===== src/rtl/agu_hz_pkg.sv =====
// Shared definitions for the pointer write-use interlock.
// Assumes a 16-entry register mask with pointers in the low bits.
package agu_hz_pkg;
    typedef enum logic [2:0] {
        SRC_NONE  = 3'd0,
        SRC_IMM   = 3'd1,
        SRC_XFER  = 3'd2,
        SRC_MOVE  = 3'd3,
        SRC_BITOP = 3'd4
    } src_kind_e;

    localparam int NUM_PTR = 8;   // R0..R5, N, SP occupy bits 0..7
    localparam int IDX_N   = 6;
    localparam int IDX_N3  = 8;
    localparam int IDX_M01 = 9;
endpackage


===== src/rtl/agu_wr_filter.sv =====
// Reduces an address-generation write mask to the bits the hardware protects.
// Exempt sources (none, immediate, transfer) give an empty mask. N3/M01 are
// never protected, and a bit-manipulation write to N is dropped.
module agu_wr_filter
    import agu_hz_pkg::*;
#(
    parameter int NREG = 16
) (
    input  logic            valid_i,
    input  logic [2:0]      src_i,
    input  logic [NREG-1:0] wr_mask_i,
    output logic [NREG-1:0] prot_mask_o
);
    localparam logic [NREG-1:0] PTR_MASK = {{(NREG-NUM_PTR){1'b0}}, {NUM_PTR{1'b1}}};
    localparam logic [NREG-1:0] N_BIT    = NREG'(1) << IDX_N;

    // Pick the protected subset of the write mask according to the source kind.
    always_comb begin
        prot_mask_o = '0;
        if (valid_i) begin
            unique case (src_kind_e'(src_i))
                SRC_MOVE:  prot_mask_o = wr_mask_i & PTR_MASK;
                SRC_BITOP: prot_mask_o = wr_mask_i & PTR_MASK & ~N_BIT;
                default:   prot_mask_o = '0;
            endcase
        end
    end
endmodule


===== src/rtl/agu_prod_track.sv =====
// Shift record of protected write masks for instructions that left address
// generation and have not yet written back. Entry 0 is the stage after
// address generation; the last entry is execute. A stall shifts in an empty
// mask (the bubble); a flush empties every entry.
module agu_prod_track
    import agu_hz_pkg::*;
#(
    parameter int NREG        = 16,
    parameter int PEND_STAGES = 2
) (
    input  logic                              clk,
    input  logic                              rst_n,
    input  logic                              flush_i,
    input  logic                              stall_i,
    input  logic [NREG-1:0]                   new_mask_i,
    output logic [PEND_STAGES-1:0][NREG-1:0]  pend_o
);
    localparam logic [NREG-1:0] PTR_MASK = {{(NREG-NUM_PTR){1'b0}}, {NUM_PTR{1'b1}}};

    logic [PEND_STAGES-1:0][NREG-1:0] pend_q;

    // Advance the record one stage per cycle, with a bubble on stall.
    always_ff @(posedge clk) begin
        if (!rst_n || flush_i) begin
            pend_q <= '0;
        end else begin
            pend_q[0] <= stall_i ? '0 : new_mask_i;
            for (int k = 1; k < PEND_STAGES; k++) begin
                pend_q[k] <= pend_q[k-1];
            end
        end
    end

    assign pend_o = pend_q;

    // R5: modifier and N3 bits never enter the record.
    generate
        for (genvar g = 0; g < PEND_STAGES; g++) begin : g_chk
            p_unprot_never_tracked_r5: assert property (@(posedge clk) disable iff (!rst_n)
                (pend_q[g] & ~PTR_MASK) == '0);
        end
    endgenerate

    // R8: a flush leaves the record empty in the next cycle.
    p_flush_clears_r8: assert property (@(posedge clk) disable iff (!rst_n)
        flush_i |=> (pend_q == '0));
endmodule


===== src/rtl/agu_hazard_cmp.sv =====
// Compares the address-generation read mask with every pending protected
// write mask; reports whether any register overlaps.
module agu_hazard_cmp #(
    parameter int NREG        = 16,
    parameter int PEND_STAGES = 2
) (
    input  logic [PEND_STAGES-1:0][NREG-1:0] pend_i,
    input  logic [NREG-1:0]                  rd_mask_i,
    output logic                             hit_o
);
    logic [PEND_STAGES-1:0] stage_hit;

    // One overlap detector per pending stage.
    generate
        for (genvar g = 0; g < PEND_STAGES; g++) begin : g_cmp
            assign stage_hit[g] = |(pend_i[g] & rd_mask_i);
        end
    endgenerate

    assign hit_o = |stage_hit;
endmodule


===== src/rtl/agu_hazard_ctl.sv =====
// Top of the pointer write-use interlock. Filters the address-generation
// write mask, tracks pending producers, and raises stall/bubble when the
// current reader overlaps a pending protected write. Flush wins over stall.
// Assumes the stage latches hold the descriptor steady while stall is high.
module agu_hazard_ctl
    import agu_hz_pkg::*;
#(
    parameter int NREG        = 16,
    parameter int PEND_STAGES = 2
) (
    input  logic            clk,
    input  logic            rst_n,
    input  logic            flush,
    input  logic            ag_valid,
    input  logic [2:0]      ag_src,
    input  logic [NREG-1:0] ag_wr_mask,
    input  logic [NREG-1:0] ag_rd_mask,
    output logic            stall,
    output logic            bubble,
    output logic            op2_valid
);
    localparam int CW = $clog2(PEND_STAGES + 2);

    logic [NREG-1:0]                  prot_mask;
    logic [PEND_STAGES-1:0][NREG-1:0] pend;
    logic                             hit;
    logic                             op2_valid_q;
    logic [CW-1:0]                    run_cnt;

    agu_wr_filter #(.NREG(NREG)) u_filter (
        .valid_i     (ag_valid),
        .src_i       (ag_src),
        .wr_mask_i   (ag_wr_mask),
        .prot_mask_o (prot_mask)
    );

    agu_prod_track #(.NREG(NREG), .PEND_STAGES(PEND_STAGES)) u_track (
        .clk        (clk),
        .rst_n      (rst_n),
        .flush_i    (flush),
        .stall_i    (stall),
        .new_mask_i (prot_mask),
        .pend_o     (pend)
    );

    agu_hazard_cmp #(.NREG(NREG), .PEND_STAGES(PEND_STAGES)) u_cmp (
        .pend_i    (pend),
        .rd_mask_i (ag_rd_mask),
        .hit_o     (hit)
    );

    assign stall  = ag_valid && hit && !flush;
    assign bubble = stall;

    // Valid bit of the descriptor entering the stage after address generation.
    always_ff @(posedge clk) begin
        if (!rst_n) op2_valid_q <= 1'b0;
        else        op2_valid_q <= ag_valid && !stall;
    end
    assign op2_valid = op2_valid_q;

    // Length of the current run of stall cycles, for the bound check.
    always_ff @(posedge clk) begin
        if (!rst_n)     run_cnt <= '0;
        else if (stall) run_cnt <= run_cnt + 1'b1;
        else            run_cnt <= '0;
    end

    // R8: flush overrides any stall in the same cycle.
    p_flush_no_stall_r8: assert property (@(posedge clk) disable iff (!rst_n)
        flush |-> !stall);

    // R7: a stall cycle puts an invalid descriptor into the next stage.
    p_bubble_after_stall_r7: assert property (@(posedge clk) disable iff (!rst_n)
        stall |=> !op2_valid);

    // R2: a held reader never waits longer than the pending window.
    p_stall_bounded_r2: assert property (@(posedge clk) disable iff (!rst_n)
        run_cnt <= CW'(PEND_STAGES));

    // R9: no stall without a valid reader.
    p_no_stall_idle_r9: assert property (@(posedge clk) disable iff (!rst_n)
        !ag_valid |-> !stall);
endmodule


===== config.mk =====
export PLATFORM = sky130hd
export DESIGN_NAME = agu_hazard_ctl
export DESIGN_NICKNAME = d
export VERILOG_FILES = /design/src/rtl/agu_hz_pkg.sv /design/src/rtl/agu_wr_filter.sv /design/src/rtl/agu_prod_track.sv /design/src/rtl/agu_hazard_cmp.sv /design/src/rtl/agu_hazard_ctl.sv
export SDC_FILE = /design/constraint.sdc
export NUM_CORES = 1
export LEC_CHECK = 0
export ABC_AREA = 0
export BUFFER_PORTS_ARGS = -buffer_cell sky130_fd_sc_hd__buf_4
export CELL_PAD_IN_SITES_DETAIL_PLACEMENT = 0
export CELL_PAD_IN_SITES_GLOBAL_PLACEMENT = 1
export CORE_ASPECT_RATIO = 0.8
export CORE_MARGIN = 10
export CORE_UTILIZATION = 29
export DETAILED_ROUTE_END_ITERATION = 16
export GPL_ROUTABILITY_DRIVEN = 0
export PLACE_DENSITY_LB_ADDON = 0.1
export SYNTH_ARGS = -nofsm -noshare
export SYNTH_HDL_FRONTEND = slang
export SYNTH_SLANG_ARGS = --single-unit

===== constraint.sdc =====
create_clock -name clk -period 1.9 [get_ports clk]
set_input_delay 0.19 -clock clk [delete_from_list [all_inputs] [get_ports clk]]
set_output_delay 0.19 -clock clk [all_outputs]
set_load 0.03 [all_outputs]

==> qor.csv, run 1 <==
stage;metric;value;unit
run_status;status;finished clean;
synth;syn_area_per_cell;9.68;µm²
die;std_cell_rows;14;
place;port_buffers;25;
final_layout;diodes;0;
sta;worst_pin_slew;0.554;ns
cts;cts_tree;built;
sta;max-slew-margin-rel;63.1;%
critical_path;r2r_end;u_track.pend_o[5];
global_routing;grt_antenna_before_repair;0;
synth;synth_top_cell_area_share;54.9;%
synth;synth_top_family_by_area;simple AND/OR/NAND/NOR gates;
sta;period_share;91.5;%
final_layout;layout-drive-gt1-share;39.6;%
pwr;worst_ir_drop_vdd;603;µV
cts;clk_path_buf_depth;2;
critical_path;crit_slowest_cell;dfxtp_1;
synth;synth_ff_type;dfxtp_1;
worst_hold_path;hp-class;input pin to flop;
synth;synth_mux_area_share;0;%
critical_path;crit_start;u_track.pend_o[1];
drt;detail_route.wl_per_cell;13.3;µm
global_routing;overflow;0;
cts;postCtsResizedCells;0;
synth;synth_common_cells;dfxtp_1, nand3_1, o21ai_1;
critical_path;endpoint_kind;primary output;
place;hpwl;1220;µm
drt;drc;0;
critical_path;path_cells;o21ai_1 -> and4_4 -> a21oi_4 -> and2_2 -> buf_4;
cts;clkTransAtPathRegs;0.10;ns
synth;syn_area;619;µm²
critical_path;ff2ff_setup_slack;0.77;ns
synth;syn_nets;103;
drt;vias;533;
worst_hold_path;whs_path_depth;2;
critical_path;max_stage_delay;0.34;ns
pwr;pwr-share-clk;30.4;%
drt;via_per_inst;4.63;
synth;synth-compound-area-share;9.90;%
die;fp.dieH;61.3;µm
synth;ys_warn_count;0;
cts;cts_root_buf;clkbuf_4;
final_layout;synthToLayoutAreaGrowth;37.8;%
cts;cts_buffers;3;
cts;clock-sinks;17;
pwr;p_sw_share;22.5;%
drt;firstDrtPassIters;4;
final_layout;fin_nets;131;
sta;rsz0062_at_grt;no;
synth;synth_most_common_cell;dfxtp_1;
die;num_io_pins;42;
drt;routed_wl;1530;µm
synth;async_flop_share;0;%
die;die_area;0.00440;mm²
sta;skew;0.00876;ns
synth;ys_ff_latch;17;
critical_path;path_class;flop to primary output;
critical_path;r2r_start;u_track.pend_o[1];
flow_run;maxCapViolCount;0;
die;core;0.00196;mm²
critical_path;arrival;1.55;ns
pwr;p_comb_share;11.6;%
pwr;power.switching;0.140;mW
sta;period_minus_slack;1.74;ns
pwr;power.internal;0.482;mW
synth;synth-seq-area-share;54.9;%
synth;netlist-cell-type-count;15;
sta;max_freq;575;MHz
sta;final.setup.tns;0;ns
critical_path;r2r_cells;4;
drt;drt_iter0_drc;20;
global_routing;grt_pass1_vias;563;
synth;ys_top_cells_by_area;dfxtp_1, and2_1, nand3_1, o21ai_1, nor3_1;
critical_path;start_kind;flop;
synth;synth-simple-area-share;32.3;%
cts;postCtsSetupRepairBufs;0;
cts;h-tree-depth;1;
cts;holdBufCountCts;0;
synth;synthAdderAreaFrac;0;%
die;initial_utilization;31.6;%
critical_path;worstSetupEndpoint;bubble;
sta;setup_viol;0;
sta;hold_violations;0;
die;die_w;71.7;µm
pwr;power.density;729;mW/mm²
synth;synth_cells;64;
global_routing;grt_pass1_wl;2590;µm
pwr;seq_power_share;58.0;%
synth;synth_xor_area_share;0;%
synth;synth_edf_count;0;
cts;clk_latency;0.29;ns
sta;hold_ws;0.0700;ns
critical_path;crit_path_max_fanout;10;
global_routing;grt_max_degree;11;
synth;synth_top_area_cell;dfxtp_1;
sta;drv_slew;0;
drt;drtAntennaViolNets;0;
global_routing;track_usage;7.53;%
final_layout;n_fill_cell;205;
pwr;leakagePower;0.352;nW
critical_path;critPathRequiredTime;1.71;ns
==> power groups by stage <==
stage / Combinational, mW / Clock (mW) / Sequential, mW
after floorplan: 0.0245 / 0 / 0.371
after global placement: 0.0725 / 0 / 0.369
after detailed placement: 0.0729 / 0 / 0.369
after CTS: 0.0731 / 0.199 / 0.361
after global routing: 0.0793 / 0.220 / 0.362
final: 0.0721 / 0.189 / 0.361
==> area by class of cell <==
type                            count  area [µm²]  area share [%]
Clock buffer                        4        26.3            3.08
Tap cell                           24        30.0            3.52
Sequential cell                    17         340            39.9
Timing Repair Buffer               26         195            22.9
Multi-Input combinational cell     44         262            30.6
==> worst min-delay path by stage <==
stage	startpoint	to	slack [ns]
2_1_floorplan	ag_src[2]	u_track.pend_o[6]	0.26
3_3_place_gp	ag_src[2]	u_track.pend_o[6]	0.38
3_5_place_dp	ag_src[2]	u_track.pend_o[6]	0.38
4_1_cts	ag_src[2]	u_track.pend_o[6]	0.06
5_1_grt	ag_src[2]	u_track.pend_o[6]	0.04
6_report	ag_src[2]	u_track.pend_o[6]	0.07
==> cells by family after synthesis <==
logic type,after synthesis
buf+inv,3
simple gates,34
flops,17
compound gates,10
==> sequential cells by signal, indices dropped and copies added (netlist names) <==
signal and count:
op2_valid 1, u_track.pend_o 16
==> cell usage in the layout, fill, tap and decap left out, types with 3 or more instances in the layout <==
cell / Yosys / final
nand3_1: 8 / 8
buf_4: 1 / 26
dfxtp_1: 17 / 17
o21ai_1: 8 / 8
clkbuf_4: 0 / 3
nor2_1: 3 / 3
nor3_1: 7 / 7
nand2_1: 3 / 3
and2_1: 7 / 7
==> worst max-delay path: cells and delay by family, from the launching register on <==
kind	cells	cell delay (ns)
flops	1	0.34
compound gates	2	0.36
simple gates	2	0.40
buf+inv	1	0.16
==> routing by layer <==
| metal | global-route usage, % | part of all wire [%] |
|---|---|---|
| met5 | 0 | 0 |
| met4 | 3.31 | 1.8 |
| met3 | 4.50 | 12 |
| met2 | 10.9 | 43 |
| met1 | 8.80 | 43 |
==> metrics by stage <==
stage | util [%] | setup slack [ns] | power [mW] | std cells | area, µm²
after floorplan | - | 0.452 | 0.396 | 64 | 619
after global placement | 42.2 | 0.478 | 0.442 | 111 | 827
after detailed placement | 42.2 | 0.478 | 0.442 | 111 | 827
after CTS | 43.5 | 0.135 | 0.633 | 115 | 853
after global routing | 43.5 | 0.0662 | 0.661 | 115 | 853
final | 43.5 | 0.161 | 0.622 | 115 | 853
Power figures use the tool's default switching activity.
==> run 2, diff against run 1 <==
--- a/config.mk
+++ b/config.mk
@@ -6,11 +6,11 @@
 export NUM_CORES = 1
 export LEC_CHECK = 0
 export ABC_AREA = 0
-export BUFFER_PORTS_ARGS = -buffer_cell sky130_fd_sc_hd__buf_4
+export BUFFER_PORTS_ARGS = -buffer_cell sky130_fd_sc_hd__clkbuf_2
 export CELL_PAD_IN_SITES_DETAIL_PLACEMENT = 0
 export CELL_PAD_IN_SITES_GLOBAL_PLACEMENT = 1
 export CORE_ASPECT_RATIO = 0.8
-export CORE_MARGIN = 10
+export CORE_MARGIN = 4
 export CORE_UTILIZATION = 29
 export DETAILED_ROUTE_END_ITERATION = 16
 export GPL_ROUTABILITY_DRIVEN = 0
==> qor.csv, run 2 (same netlist as run 1, synthesis figures left out) <==
stage;metric;value;unit;change
run_status;status;finished clean;;
drt;vias;522;;-2.1%
pwr;power.switching;0.136;mW;-2.5%
sta;worst_pin_slew;0.618;ns;+0.0639 ns
die;initial_utilization;31.6;%;unchanged
die;fp.dieH;49.3;µm;-20%
critical_path;crit_slowest_cell;dfxtp_1;;
cts;postCtsSetupRepairBufs;0;;unchanged
critical_path;arrival;1.58;ns;+0.03 ns
critical_path;crit_start;u_track.pend_o[0];;
sta;period_share;93.2;%;+1.7 points
drt;detail_route.wl_per_cell;11.6;µm;-13%
drt;via_per_inst;4.54;;-2.1%
critical_path;crit_family;simple AND/OR/NAND/NOR gates;;
final_layout;synthToLayoutAreaGrowth;27.7;%;
cts;cts_root_buf;clkbuf_4;;
drt;drtAntennaViolNets;0;;unchanged
sta;period_minus_slack;1.77;ns;+0.0314 ns
cts;postCtsResizedCells;0;;unchanged
pwr;power.internal;0.468;mW;-2.9%
cts;clk_latency;0.28;ns;about the same
sta;final.setup.tns;0;ns;unchanged
critical_path;endpoint_kind;primary output;;
final_layout;post-route-util;40.3;%;-3.2 points
cts;clock-sinks;17;;unchanged
final_layout;layout-drive-gt1-share;39.6;%;unchanged
pwr;power.density;764;mW/mm²;+4.9%
cts;cts_buffers;3;;unchanged
place;hpwl;1030;µm;-16%
worst_hold_path;hp-class;input pin to flop;;
sta;rsz0062_at_grt;no;;
final_layout;fin_nets;131;;unchanged
pwr;p_sw_share;22.5;%;+0.071 points
die;num_io_pins;42;;unchanged
place;port_buffers;25;;unchanged
worst_hold_path;hold_end;u_track.pend_o[6];;
place;post-place-ws;0.435;ns;-0.0432 ns
global_routing;grt_pass1_vias;478;;-15%
final_layout;final_cell_mix;clkbuf_2, dfxtp_1, o21ai_1, nand3_1;;
final_layout;n_fill_cell;222;;+8.3%
final_layout;multi_input_area;262;µm²;unchanged
final_layout;largest_reg_flops;16;;unchanged
die;core;0.00196;mm²;unchanged
pwr;p_comb_share;9.7;%;-1.9 points
drt;firstDrtPassIters;4;;unchanged
final_layout;final_common_cell;clkbuf_2;;
place;place_inst;111;;unchanged
global_routing;grt_antenna_before_repair;0;;unchanged
critical_path;worst-path-stages;5;;unchanged
drt;drc;0;;unchanged
pwr;leakagePower;0.335;nW;-4.7%
die;die_area;0.00294;mm²;-33%
pwr;worst_ir_drop_vdd;341;µV;-44%
cts;clk_path_buf_depth;2;;unchanged
global_routing;grt_pass1_wl;2170;µm;-16%
global_routing;grt_max_degree;11;;unchanged
die;die_w;59.7;µm;-17%
critical_path;crit_buf_inv;1;;unchanged
sta;hold_violations;0;;unchanged
drt;drt_iter0_drc;6;;-70%
critical_path;critPathRequiredTime;1.71;ns;about the same
sta;max-slew-margin-rel;58.8;%;-4.3 points
cts;clkTransAtPathRegs;0.09;ns;about the same
sta;setup_viol;0;;unchanged
critical_path;ff2ff_setup_slack;0.76;ns;about the same
final_layout;final_cells;115;;unchanged
drt;routed_wl;1330;µm;-13%
worst_hold_path;min-delay-start;ag_src[2];;
cts;cts_tree;built;;
critical_path;path_cells;o21ai_1 -> and4_4 -> a21oi_4 -> and2_2 -> clkbuf_2;;
cts;h-tree-depth;1;;unchanged
final_layout;seqCellArea;340;µm²;unchanged
worst_hold_path;whs_path_depth;2;;unchanged
die;std_cell_rows;14;;unchanged
global_routing;track_usage;10.1;%;+2.5 points
sta;skew;0.00124;ns;-0.00753 ns
critical_path;r2r_end;u_track.pend_o[6];;
critical_path;r2r_cells;4;;unchanged
critical_path;path_class;flop to primary output;;
sta;setup_slack;0.130;ns;-0.0314 ns
sta;drv_slew;0;;unchanged
critical_path;r2r_start;u_track.pend_o[4];;
pwr;pwr-share-clk;30.6;%;+0.2 points
pwr;seq_power_share;59.7;%;+1.7 points
cts;holdBufCountCts;0;;unchanged
sta;max_freq;565;MHz;-1.8%
flow_run;maxCapViolCount;0;;unchanged
global_routing;overflow;0;;unchanged
critical_path;max_stage_delay;0.33;ns;about the same
critical_path;start_kind;flop;;
critical_path;crit_path_max_fanout;10;;unchanged
final_layout;diodes;0;;unchanged
==> run 2: cell count changes in the layout (fill, tap and decap cells not counted), sizes merged <==
cell / previous run / this run
clkbuf: 4 / 29
buf: 26 / 1
==> run 2: worst reg2reg max path: stages (launching register included) <==
cell	delay, ns
dfxtp_1	0.32
o21ai_1	0.15
and4_4	0.25
a21oi_4	0.10
nor4_2	0.25
==> run 2: power groups by stage <==
stage               logic (mW)  clock network, mW  registers [mW]
finish                  0.0587              0.185           0.361
floorplan               0.0245                  0           0.371
global placement        0.0586                  0           0.369
CTS                     0.0598              0.196           0.361
global route            0.0653              0.209           0.361
detailed placement      0.0592                  0           0.369
==> run 2: per-stage QoR <==
stage | total power [mW] | hold WS [ns] | area [µm²]
6_report | 0.604 | 0.0981 | 791
5_1_grt | 0.636 | 0.0958 | 791
4_1_cts | 0.616 | 0.0881 | 791
3_5_place_dp | 0.428 | 0.401 | 764
3_3_place_gp | 0.428 | 0.399 | 764
2_1_floorplan | 0.396 | 0.260 | 619
==> run 2: cell type report <==
class	instances	area share (%)
Timing Repair Buffer	26	16.8
Multi-Input combinational cell	44	33.1
Tap cell	24	3.80
Clock buffer	4	3.32
Sequential cell	17	43.0
==> run 2: metal layers <==
metal	routed length (µm)	vias up	track usage [%]	part of all wire (%)
met5	0	-	0	0
met4	10	0	3.32	0.75
met3	102	2	5.56	7.7
met2	576	16	12.6	43
met1	640	229	14.3	48
li1	-	275	-	-
==> run 2: worst max-delay path by stage <==
stage	endpoint	slack, ns
2_1_floorplan	stall	0.45
3_5_place_dp	bubble	0.43
6_report	bubble	0.13
3_3_place_gp	stall	0.44
4_1_cts	bubble	0.11
5_1_grt	bubble	0.04
